--- src/rtl/spi_sclk_pkg.sv ---
package spi_sclk_pkg;

    typedef enum logic [2:0] {
        ST_IDLE,
        ST_SETUP,
        ST_XFER,
        ST_FGAP,
        ST_HOLD,
        ST_GAP
    } seq_st_e;

    localparam logic [1:0] CSM_AUTO = 2'd0;
    localparam logic [1:0] CSM_HOLD = 2'd2;

endpackage

--- src/rtl/spi_sclk_tick.sv ---
module spi_sclk_tick #(
    parameter int DIV_W = 12
) (
    input  logic             clk,
    input  logic             rst_n,
    input  logic [DIV_W-1:0] div_i,
    input  logic             restart_i,
    output logic             tick_o
);

    logic [DIV_W-1:0] cnt_d, cnt_q;

    always_comb begin
        tick_o = (cnt_q >= div_i);
        if (restart_i || tick_o) cnt_d = '0;
        else                     cnt_d = cnt_q + 1'b1;
    end

    always_ff @(posedge clk) begin
        if (!rst_n) cnt_q <= '0;
        else        cnt_q <= cnt_d;
    end

endmodule

--- src/rtl/spi_sclk_seq.sv ---
module spi_sclk_seq
    import spi_sclk_pkg::*;
#(
    parameter int DLY_W   = 8,
    parameter int LEN_W   = 4,
    parameter int MAX_LEN = 8
) (
    input  logic             clk,
    input  logic             rst_n,
    input  logic             tick_i,
    input  logic             cpol_i,
    input  logic             cpha_i,
    input  logic [1:0]       cs_mode_i,
    input  logic [DLY_W-1:0] dly_setup_i,
    input  logic [DLY_W-1:0] dly_hold_i,
    input  logic [DLY_W-1:0] dly_gap_i,
    input  logic [DLY_W-1:0] dly_frame_i,
    input  logic [LEN_W-1:0] frame_len_i,
    input  logic             start_i,
    input  logic             txq_empty_i,
    output logic             shift_o,
    output logic             sample_o,
    output logic             eof_o,
    output logic             eof_dly_o,
    output logic             busy_o,
    output logic             idle_cs_o,
    output logic             sclk_o
);

    localparam int HW = LEN_W + 1;
    localparam int DW = DLY_W + 1;
    localparam logic [LEN_W-1:0] LEN_MAX = LEN_W'(MAX_LEN);

    typedef struct packed {
        seq_st_e       st;
        logic [DW-1:0] dcnt;
        logic [HW-1:0] hcnt;
        logic          sclk;
        logic          pend;
        logic          eofp;
        logic          eof;
        logic          eofd;
        logic          shift;
        logic          sample;
    } seq_t;

    seq_t q, n;

    logic [LEN_W-1:0] len_eff;
    logic [HW-1:0]    hlast;
    logic             more, consume;
    logic             go_setup, go_xfer, go_fgap, go_hold, go_gap, go_after;

    assign len_eff = (frame_len_i == '0 || frame_len_i > LEN_MAX) ? LEN_MAX : frame_len_i;
    assign hlast   = {len_eff, 1'b0} - 1'b1;
    assign more    = ~txq_empty_i;

    always_comb begin
        n        = q;
        n.eof    = 1'b0;
        n.eofd   = 1'b0;
        n.shift  = 1'b0;
        n.sample = 1'b0;
        n.sclk   = (q.st == ST_XFER) ? q.sclk : cpol_i;
        consume  = 1'b0;
        go_setup = 1'b0;
        go_xfer  = 1'b0;
        go_fgap  = 1'b0;
        go_hold  = 1'b0;
        go_gap   = 1'b0;
        go_after = 1'b0;

        if (tick_i) begin
            if (q.eofp) begin
                n.eofd = 1'b1;
                n.eofp = 1'b0;
            end
            case (q.st)
                ST_IDLE: if (q.pend) begin
                    consume  = 1'b1;
                    go_setup = 1'b1;
                end
                ST_SETUP: if (q.dcnt <= DW'(1)) go_xfer = 1'b1;
                          else n.dcnt = q.dcnt - 1'b1;
                ST_XFER: begin
                    n.sclk   = ~q.sclk;
                    n.sample = ~q.hcnt[0] ^ cpha_i;
                    n.shift  =  q.hcnt[0] ^ cpha_i;
                    if (q.hcnt == hlast) begin
                        n.eof  = 1'b1;
                        n.eofp = 1'b1;
                        if (cs_mode_i == CSM_HOLD && more) go_fgap = 1'b1;
                        else                               go_hold = 1'b1;
                    end else begin
                        n.hcnt = q.hcnt + 1'b1;
                    end
                end
                ST_FGAP: if (q.dcnt <= DW'(1)) go_xfer = 1'b1;
                         else n.dcnt = q.dcnt - 1'b1;
                ST_HOLD: if (q.dcnt <= DW'(1)) go_gap = 1'b1;
                         else n.dcnt = q.dcnt - 1'b1;
                ST_GAP:  if (q.dcnt <= DW'(1)) go_after = 1'b1;
                         else n.dcnt = q.dcnt - 1'b1;
                default: n.st = ST_IDLE;
            endcase
        end

        // Resolve chained phase entries; a zero delay skips its phase.
        if (go_hold) begin
            if (dly_hold_i != '0) begin
                n.st   = ST_HOLD;
                n.dcnt = {dly_hold_i, 1'b0};
            end else go_gap = 1'b1;
        end
        if (go_gap) begin
            if (dly_gap_i != '0) begin
                n.st   = ST_GAP;
                n.dcnt = {dly_gap_i, 1'b0};
            end else go_after = 1'b1;
        end
        if (go_after) begin
            if (more) go_setup = 1'b1;
            else      n.st = ST_IDLE;
        end
        if (go_setup) begin
            if (dly_setup_i != '0) begin
                n.st   = ST_SETUP;
                n.dcnt = {dly_setup_i, 1'b0};
            end else go_xfer = 1'b1;
        end
        if (go_fgap) begin
            if (dly_frame_i != '0) begin
                n.st   = ST_FGAP;
                n.dcnt = {dly_frame_i, 1'b0};
            end else go_xfer = 1'b1;
        end
        if (go_xfer) begin
            n.st   = ST_XFER;
            n.hcnt = '0;
        end

        n.pend = start_i | (q.pend & ~consume);
    end

    always_ff @(posedge clk) begin
        if (!rst_n) begin
            q.st     <= ST_IDLE;
            q.dcnt   <= '0;
            q.hcnt   <= '0;
            q.sclk   <= 1'b0;
            q.pend   <= 1'b0;
            q.eofp   <= 1'b0;
            q.eof    <= 1'b0;
            q.eofd   <= 1'b0;
            q.shift  <= 1'b0;
            q.sample <= 1'b0;
        end else begin
            q <= n;
        end
    end

    assign shift_o   = q.shift;
    assign sample_o  = q.sample;
    assign eof_o     = q.eof;
    assign eof_dly_o = q.eofd;
    assign sclk_o    = q.sclk;
    assign busy_o    = (q.st != ST_IDLE);
    assign idle_cs_o = cs_mode_i[0] | (q.st == ST_IDLE) | (q.st == ST_GAP);

endmodule

--- src/rtl/spi_sclk_timer.sv ---
module spi_sclk_timer #(
    parameter int DIV_W   = 12,
    parameter int DLY_W   = 8,
    parameter int LEN_W   = 4,
    parameter int MAX_LEN = 8
) (
    input  logic             clk,
    input  logic             rst_n,
    input  logic [DIV_W-1:0] div_i,
    input  logic             div_wr_i,
    input  logic             cpol_i,
    input  logic             cpha_i,
    input  logic [1:0]       cs_mode_i,
    input  logic [DLY_W-1:0] dly_setup_i,
    input  logic [DLY_W-1:0] dly_hold_i,
    input  logic [DLY_W-1:0] dly_gap_i,
    input  logic [DLY_W-1:0] dly_frame_i,
    input  logic [LEN_W-1:0] frame_len_i,
    input  logic             start_i,
    input  logic             txq_empty_i,
    output logic             tick_o,
    output logic             shift_o,
    output logic             sample_o,
    output logic             eof_o,
    output logic             eof_dly_o,
    output logic             busy_o,
    output logic             idle_cs_o,
    output logic             sclk_o
);

    logic tick;

    spi_sclk_tick #(.DIV_W(DIV_W)) u_tick (
        .clk       (clk),
        .rst_n     (rst_n),
        .div_i     (div_i),
        .restart_i (div_wr_i),
        .tick_o    (tick)
    );

    spi_sclk_seq #(.DLY_W(DLY_W), .LEN_W(LEN_W), .MAX_LEN(MAX_LEN)) u_seq (
        .clk         (clk),
        .rst_n       (rst_n),
        .tick_i      (tick),
        .cpol_i      (cpol_i),
        .cpha_i      (cpha_i),
        .cs_mode_i   (cs_mode_i),
        .dly_setup_i (dly_setup_i),
        .dly_hold_i  (dly_hold_i),
        .dly_gap_i   (dly_gap_i),
        .dly_frame_i (dly_frame_i),
        .frame_len_i (frame_len_i),
        .start_i     (start_i),
        .txq_empty_i (txq_empty_i),
        .shift_o     (shift_o),
        .sample_o    (sample_o),
        .eof_o       (eof_o),
        .eof_dly_o   (eof_dly_o),
        .busy_o      (busy_o),
        .idle_cs_o   (idle_cs_o),
        .sclk_o      (sclk_o)
    );

    assign tick_o = tick;

endmodule

--- config.mk ---
export PLATFORM = sky130hd
export DESIGN_NAME = spi_sclk_timer
export DESIGN_NICKNAME = d
export VERILOG_FILES = /design/src/rtl/spi_sclk_pkg.sv /design/src/rtl/spi_sclk_tick.sv /design/src/rtl/spi_sclk_seq.sv /design/src/rtl/spi_sclk_timer.sv
export SDC_FILE = /design/constraint.sdc
export NUM_CORES = 1
export LEC_CHECK = 0
export ABC_AREA = 1
export BUFFER_PORTS_ARGS = -buffer_cell sky130_fd_sc_hd__buf_2
export CAP_MARGIN = 20
export CORE_MARGIN = 1
export CORE_UTILIZATION = 45
export CTS_CLUSTER_SIZE = 30
export DETAILED_ROUTE_END_ITERATION = 7
export PLACE_DENSITY = 0.73
export SETUP_SLACK_MARGIN = 0.3
export SLEW_MARGIN = 25
export SYNTH_ARGS = -nofsm -noshare
export SYNTH_HDL_FRONTEND = slang
export SYNTH_SLANG_ARGS = --single-unit
export TNS_END_PERCENT = 5
--- constraint.sdc ---
create_clock -name clk -period 2.7 [get_ports clk]
set_input_delay 0.675 -clock clk [delete_from_list [all_inputs] [get_ports clk]]
set_output_delay 0.675 -clock clk [all_outputs]
set_load 0.01 [all_outputs]
==> results.cfg, run 1 <==
[power_and_ir_drop]
pwr-share-seq_pct = 46.3
p_total_uw = 1160
max-vdd-ir-drop_uv = 222
netSwitchingFraction_pct = 24.2
p_comb_share_pct = 13.2
leakage_uw = 0.00202
powerDensity_mw_per_mm2 = 287
clock_power_share_pct = 40.5
switchingPower_uw = 281
p_int_uw = 880

[synth]
syn_avg_cell_area_sq_um = 6.03
synth_edf_count = 0
yosysTopAreaCell = dfxtp_1
synthTopCellsByArea = dfxtp_1, nand2_1, inv_1
netlist_area_sq_mm = 0.00285
synth_nets = 546
synth_cell_types = 33
synth_most_common_cell = nand2_1
ys.flop_type = dfxtp_1
synth-seq-area-share_pct = 25.3
syn_inst = 472
async_reset_ff_share_pct = 0
netlist_top_cells_count = nand2_1, inv_1, nor2_1
synth-seq-cells = 36
yosys_warnings = 0
synth_top_area_share_pct = 25.3

[route]
via_count = 3182
first_pass_iters = 4
via_per_inst = 5.02
drc = 0
wl_per_cell_um = 12.7
dr.first_iter.drc_count = 201
wirelength_um = 8030
detail-route-antenna-nets = 0

[floorplanning]
die-area_sq_mm = 0.00665
die_w_um = 81.6
fp-row-count = 28
io_pins = 65
core_region_area_sq_mm = 0.00603
initial_core_util_pct = 47.3
die_y_um = 81.6

[outcome]
status = completed

[placed_design]
gp_congestion = 0.920
dpl.hpwl_um = 5730
io_buffers = 64
placed_area_sq_mm = 0.00343

[clocking]
clk_latency_ps = 290
cts_made_buffers = 5
cts_tree = built
clock_sinks = 36
htree_num_levels = 2
clk_path_buf_depth = 2
root_buffer = clkbuf_8
hold_buffers = 0
clk_pin_slew_ps = 80

[grt]
grt_pass1_vias = 2846
grt_pass1_wl_um = 12100
grt-ovfl-total = 0
grt_max_degree = 13
grt_usage_pct = 24.2
antenna_found_initial = 0

[sta]
tightest_slew_ps = 478
hold_viol = 0
fin_skew_ps = 8.37
rsz0062_at_grt = true
fmaxAchievable_ghz = 0.401
finalSetupViolations = 0
timing.final.max_slew_violations = 0
setup_tns_ps = 0
relSlewSlack_pct = 67.8
final.min_clock_period_ps = 2490
post-route-period-util_pct = 92.4

[worst_setup_path]
cp_cell_sequence = buf_6, inv_4, ha_4, nand4_1, nor2_4, nand2_2, nand4_4, buf_12, buf_6
critical_path.endpoint_type = output port
path_class = input port to output port
start_kind = input port
required_ps = 2030
cpMostUsedCell = buf_6
cp_slowest_cell = ha_4
r2r_cells = 18
cp_max_fo = 4
cp.arrival_ps = 1820
max_stage_delay_ps = 260

[min_path]
min_path_cells = 2
min_path_type = flop to flop

[flow_run]
maxCapViolCount = 0

[finish]
fin_util_pct = 67.0
finalNetCount = 632
fillCellCount = 513
diodes = 0
final_area_sq_mm = 0.00404
area_growth_pct = 41.7
drive_above_1_share_pct = 32.6
==> path summary, 6_finish.rpt <==
path | startpoint | end | slack (ps)
setup / recovery | div_i[7] | tick_o | 210
hold reg to reg | u_seq.q[4] | u_seq.eof_dly_o | 460
setup reg to reg | u_tick.cnt_q[9] | u_seq.q[16] | 340
hold / removal | u_seq.q[4] | u_seq.eof_dly_o | 460
==> worst max-delay path: cells and delay by family <==
family                     cells  cell delay, ps
and+or+nand+nor                4             550
buffers and inverters          4             330
adders and majority gates      1             260
==> flip-flops by register name (all words and copies together) (netlist names), named ones only <==
signal and flops:
u_seq.sample_o 1, u_seq.shift_o 1, u_seq.eof_o 1, u_tick.cnt_q 12, u_seq.q 19, u_seq.eof_dly_o 1
==> power by group through the flow <==
stage	Clock (uW)	Sequential [uW]	Combinational [uW]
after detailed placement	0	549	113
after global placement	0	549	110
final	470	537	153
after floorplan	0	549	51.5
after CTS	481	537	141
after global routing	512	538	167
==> cell usage in the layout (no fill, tap or decap), types with 15 or more instances in the layout <==
master	instances
nand2_2	16
nor2_1	44
dfxtp_1	34
nand2_1	144
inv_1	58
buf_2	54
buf_6	15
nand3_1	28
==> repair_timing <==
item                                    4_1_cts  5_1_grt
pin swaps                                    25       25
cloned                                        2        1
gates resized for setup                      53       45
setup buffers                                 3        0
endpoints found under the setup margin        1       22
==> layout make-up <==
class	instances	area (sq um)	area share [%]
inverters	79	324	8.03
multi-input cells	353	2180	54.1
well taps	75	93.8	2.32
repair buffers	83	602	14.9
flip-flops and latches	36	723	17.9
clock inverters	3	42.5	1.05
clock buffers	5	68.8	1.70
==> stage by stage <==
step / hold WS [ps] / setup WS, ps / instances
4_1_cts: 456 / 300 / 633
3_5_place_dp: 444 / 13.0 / 620
6_report: 458 / 206 / 634
3_3_place_gp: 436 / 30.0 / 620
5_1_grt: 483 / 124 / 634
2_1_floorplan: 414 / 300 / 472
==> cells by family (layout without fill, tap and decap cells) <==
kind of cell | after synthesis | in the layout | synth area share [%]
AND/OR/NAND/NOR | 287 | 288 | 45.2
buffers and inverters | 84 | 170 | 11.3
flip-flops | 36 | 36 | 25.3
AO/OA/AOI/OAI | 34 | 34 | 6.41
adder cells (fa/ha/maj) | 17 | 17 | 7.47
XOR/XNOR | 14 | 14 | 4.31
==> metal layers <==
| layer | up-vias | track usage [%] | wire length, um |
|---|---|---|---|
| li1 | 1653 | - | - |
| met1 | 1427 | 27.3 | 3370 |
| met2 | 92 | 44.3 | 4130 |
| met3 | 10 | 4.89 | 379 |
| met4 | 0 | 8.93 | 144 |
| met5 | - | 0 | 0 |
No activity file was read; power rests on OpenSTA's default activity.
==> inputs of run 2 (changes only) <==
Settings changed: BUFFER_PORTS_ARGS -buffer_cell sky130_fd_sc_hd__buf_2 to default, DONT_BUFFER_PORTS from default to 1, PLACE_DENSITY 0.73 to 0.65, RECOVER_POWER from default to 100.
==> run 2 against run 1 <==
Clock skew rose by 0.88 ps; total power shrank 6.9%; utilization down 9.6 points; critical path depth is 1 higher; via count decreased by 9.1%; worst hold slack got worse by 8.1 ps; final cell count down 11%; setup slack gained 12 ps; clock power is essentially flat; maximum frequency up 0.47%; wire length is 9.2% lower; die area stayed put; largest power group unchanged.
==> results.cfg, run 2 (synthesis gave the netlist of run 1 again) <==
[outcome]
status = completed

[sta]
fmaxAchievable_ghz = 0.403
fin_skew_ps = 9.25
relSlewSlack_pct = 60.1
worst_hold_slack_ps = 449
tightest_slew_ps = 593
final.min_clock_period_ps = 2480
timing.final.max_slew_violations = 0
setup_tns_ps = 0
hold_viol = 0
post-route-period-util_pct = 91.9
rsz0062_at_grt = true
finalSetupViolations = 0

[grt]
grt_max_degree = 13
grt_pass1_vias = 2693
grt_usage_pct = 22.7
grt_pass1_wl_um = 11700
antenna_found_initial = 0
grt-ovfl-total = 0

[route]
first_pass_iters = 4
routed.top_layer = met4
met1Wirelength_um = 3200
wl_met3_um = 342
dr.first_iter.drc_count = 114
detail-route-antenna-nets = 0
wirelength_um = 7290
met2_length_um = 3640
drc = 0
wl_per_cell_um = 12.9
via_per_inst = 5.10
via_count = 2892

[finish]
top_regs = u_seq.q: 19 flops, u_tick.cnt_q: 12 flops
largest_reg_flops = 19
area_growth_pct = 21.4
fillCellCount = 612
layout_common_cells = nand2_1, inv_1, nor2_1
final_area_sq_mm = 0.00346
final_common_cell = nand2_1
finalNetCount = 565
drive_above_1_share_pct = 18.3
top_register = u_seq.q
diodes = 0
fin_util_pct = 57.4

[clocking]
root_buffer = clkbuf_8
hold_buffers = 0
clk_pin_slew_ps = 80
htree_num_levels = 2
clk_latency_ps = 290
clock_sinks = 36
cts_made_buffers = 5
cts_tree = built
clk_path_buf_depth = 2

[worst_setup_path]
cp_max_fo = 2
path_class = input port to output port
required_ps = 2030
critical_path.endpoint_type = output port
cp.arrival_ps = 1810
start_kind = input port

[power_and_ir_drop]
max-vdd-ir-drop_uv = 172
p_total_uw = 1080
powerDensity_mw_per_mm2 = 313
leakage_uw = 0.00169

[floorplanning]
die-area_sq_mm = 0.00665
die_y_um = 81.6
fp-row-count = 28
initial_core_util_pct = 47.3
core_region_area_sq_mm = 0.00603
die_w_um = 81.6
io_pins = 65

[placed_design]
dpl.hpwl_um = 5590
io_buffers = 0
placed_area_sq_mm = 0.00304
gp_congestion = 0.836

[min_path]
min_path_type = flop to flop

[flow_run]
maxCapViolCount = 0
[run 2: critical path, stage by stage]
cell and delay, ps:
inv_1 20, ha_1 280, nand2_1 100, inv_1 130
nand2_2 60, nor2_1 120, nand2_2 90, nand4_4 100
buf_8 120, buf_6 90
[run 2: final cells by class]
class                           instances  area (sq um)  share of cell area [%]
Clock inverter                          2          35.0                    1.01
Inverter                               79           313                    9.05
Multi-Input combinational cell        353          2080                    60.2
Tap cell                               75          93.8                    2.72
Sequential cell                        36           724                    21.0
Timing Repair Buffer                   16           135                    3.91
Clock buffer                            6          72.6                    2.10
[run 2: power by group]
part	internal [uW]	leakage, uW	switching [uW]	total [uW]
clock network	274	0.0000552	195	469
logic	28.9	0.00134	44.5	73.4
registers	534	0.000292	4.23	538
total	837	0.00169	243	1080
[run 2: final timing paths]
| kind | start | end | slack [ps] | cells past startpoint |
|---|---|---|---|---|
| setup / recovery | div_i[11] | tick_o | 220 | 10 |
| hold reg to reg | u_seq.q[4] | u_seq.eof_dly_o | 450 | 2 |
| hold / removal | u_seq.q[4] | u_seq.eof_dly_o | 450 | 2 |
| setup reg to reg | u_tick.cnt_q[11] | u_seq.q[17] | 350 | 17 |
[run 2: metal layers]
layer	GRT usage, %	vias up
met2	41.4	68
met1	26.9	1305
li1	-	1512
met4	6.61	0
met3	3.89	7
met5	0	-
[run 2: metrics by stage]
step	instances	worst slack, ps
4_1_cts	562	295
5_1_grt	567	150
6_report	567	218
3_5_place_dp	549	16.2
3_3_place_gp	549	76.7
2_1_floorplan	472	300
[run 2: timing repair]
item                                    CTS  global route
setup buffers                             5             4
pin swaps                                 5            21
resized for setup                        13            43
cloned                                    0             1
endpoints found under the setup margin    1            18
endpoints found under the hold margin     0             0
==> inputs of run 3 (changes only) <==
Settings changed: ABC_AREA 1 to default, CORE_UTILIZATION 45 to 50, PLACE_DENSITY 0.65 to 0.7.
==> run 3 against run 2 <==
Clock power down 12%; worst hold slack lost 7.6 ps; combinational power up 7.6%; critical endpoint is now u_seq.q[13].
==> results.cfg, run 3 <==
[floorplanning]
die-area_sq_mm = 0.00521
die_y_um = 72.2
die_w_um = 72.2
initial_core_util_pct = 52.1
io_pins = 65
fp-row-count = 25
core_region_area_sq_mm = 0.00472

[outcome]
status = completed

[clocking]
clk_path_buf_depth = 2
root_buffer = clkbuf_8
cts_made_buffers = 5
cts_tree = built
clk_pin_slew_ps = 70
clock_sinks = 36
clk_latency_ps = 300
htree_num_levels = 2
hold_buffers = 0

[route]
first_pass_iters = 4
dr.first_iter.drc_count = 133
via_per_inst = 5.84
via_count = 2308
met2_length_um = 3110
wirelength_um = 6320
drc = 0
wl_met3_um = 550
routed.top_layer = met4
wl_per_cell_um = 16.0
met1Wirelength_um = 2560
detail-route-antenna-nets = 0

[placed_design]
io_buffers = 0
placed_area_sq_mm = 0.00274
dpl.hpwl_um = 4680
place_ws_ps = -201
gp_congestion = 0.935

[synth]
syn_inst = 295
synth_edf_count = 0
synthTopCellsByArea = dfxtp_1, ha_1, xor2_1
synth_top_area_share_pct = 29.3
async_reset_ff_share_pct = 0
synth_nets = 369
synth-seq-area-share_pct = 29.3
yosysTopAreaCell = dfxtp_1
netlist_top_cells_count = dfxtp_1, nor2_1, nand2_1
synth_cell_types = 54
synth_most_common_cell = dfxtp_1
syn_avg_cell_area_sq_um = 8.34
ys.flop_type = dfxtp_1
yosys_warnings = 0
netlist_area_sq_mm = 0.00246
synth-seq-cells = 36

[worst_setup_path]
cp_slowest_cell = nor4_2
cp.arrival_ps = 2720
required_ps = 2880
max_stage_delay_ps = 470
critical_path.endpoint_type = flop
path_class = input port to flop
cp_cell_sequence = nand2b_4, ha_4, xnor2_2, xnor2_2, nor4_2, a22oi_2, nor2_4, a211oi_2, a221o_1, a221o_1
start_kind = input port
cp_max_fo = 4

[min_path]
min_path_type = flop to flop

[sta]
fin_skew_ps = 11.3
setup_ws_ps = 159
hold_viol = 0
finalSetupViolations = 0
worst_hold_slack_ps = 442
timing.final.max_slew_violations = 0
post-route-period-util_pct = 94.1
rsz0062_at_grt = true
tightest_slew_ps = 491
fmaxAchievable_ghz = 0.394
final.min_clock_period_ps = 2540
relSlewSlack_pct = 67.0

[finish]
layout_common_cells = nor2_1, buf_4, dfxtp_1
area_growth_pct = 27.4
top_regs = u_seq.q: 19 flops, u_tick.cnt_q: 12 flops
finalNetCount = 401
diodes = 0
drive_above_1_share_pct = 31.4
final_common_cell = nor2_1
final_area_sq_mm = 0.00313
largest_reg_flops = 19
fillCellCount = 388
top_register = u_seq.q

[power_and_ir_drop]
leakage_uw = 0.00117
max-vdd-ir-drop_uv = 217
p_comb_share_pct = 7.7
pwr-share-seq_pct = 52.3
p_int_uw = 781
switchingPower_uw = 246
clock_power_share_pct = 40.0
netSwitchingFraction_pct = 23.9
powerDensity_mw_per_mm2 = 327

[grt]
grt_pass1_vias = 2280
antenna_found_initial = 0
grt_usage_pct = 25.4
grt_pass1_wl_um = 10300
grt-ovfl-total = 0
grt_max_degree = 18

[flow_run]
maxCapViolCount = 0
run 3: cell count changes after synthesis, sizes merged, moves of 5 or more:
| cell | before | now |
|---|---|---|
| a221o | 0 | 10 |
| a22oi | 1 | 6 |
| and3 | 0 | 12 |
| inv | 78 | 18 |
| nand2 | 171 | 22 |
| nand3 | 37 | 8 |
| nor2 | 53 | 32 |
| nor3 | 1 | 7 |
| xnor2 | 2 | 11 |
run 3: final cells by class:
type / count / area (sq um) / area share [%]
Clock buffer: 7 / 86.3 / 2.75
Clock inverter: 1 / 7.51 / 0.240
Inverter: 18 / 77.6 / 2.48
Multi-Input combinational cell: 231 / 1880 / 59.8
Sequential cell: 36 / 733 / 23.4
Tap cell: 67 / 83.8 / 2.67
Timing Repair Buffer: 35 / 270 / 8.62
run 3: path summary, 6_finish.rpt:
kind                endpoint       startpoint  slack, ps  depth (start not counted)
max              u_seq.q[13]   frame_len_i[3]        160                         10
min          u_seq.eof_dly_o       u_seq.q[4]        440                          2
min reg2reg  u_seq.eof_dly_o       u_seq.q[4]        440                          2
max reg2reg      u_seq.q[13]  u_tick.cnt_q[6]        240                         11
run 3: critical path, delay by kind of cell:
| family | cells | cell delay (ps) |
|---|---|---|
| XOR/XNOR | 2 | 310 |
| AND/OR/NAND/NOR | 3 | 770 |
| adder cells (fa/ha/maj) | 1 | 160 |
| AO/OA/AOI/OAI | 4 | 810 |
run 3: cells by family (layout without fill, tap and decap cells):
logic type,Yosys count,after routing,share of synthesized area (%)
xor gates and xnor gates,27,27,9.61
buffers and inverters,28,61,5.13
adders and majority gates,17,17,8.64
DFF,36,36,29.3
muxes,1,1,0.407
and+or+nand+nor,129,129,29.8
AOI/OAI and AO/OA,57,57,17.1
run 3: metrics by stage:
step	util (%)	setup TNS, ps	instances	total power (uW)
floorplan	-	-99.6	295	596
global placement	58.1	-1930	382	606
detailed placement	58.1	-2380	382	608
CTS	65.6	0	394	1040
global route	66.4	0	395	1070
finish	66.4	0	395	1030
run 3: what timing repair did:
| action | in CTS | in global routing |
|---|---|---|
| setup endpoints to repair | 18 | 17 |
| pin swaps | 27 | 7 |
| gates cloned | 0 | 0 |
| setup buffers | 4 | 1 |
| gates resized for setup | 50 | 16 |
run 3: layer usage:
layer	up-vias	GRT usage, %
li1	1135	-
met1	1068	29.9
met2	93	43.7
met3	12	6.81
met4	0	10.5
met5	-	0
run 3: power groups by stage:
stage	clock, uW	combinational, uW	sequential (uW)
after floorplan	0	46.8	549
after global placement	0	56.6	549
after detailed placement	0	58.4	549
after CTS	421	77.9	537
after global routing	447	88.0	537
final	411	79.0	536
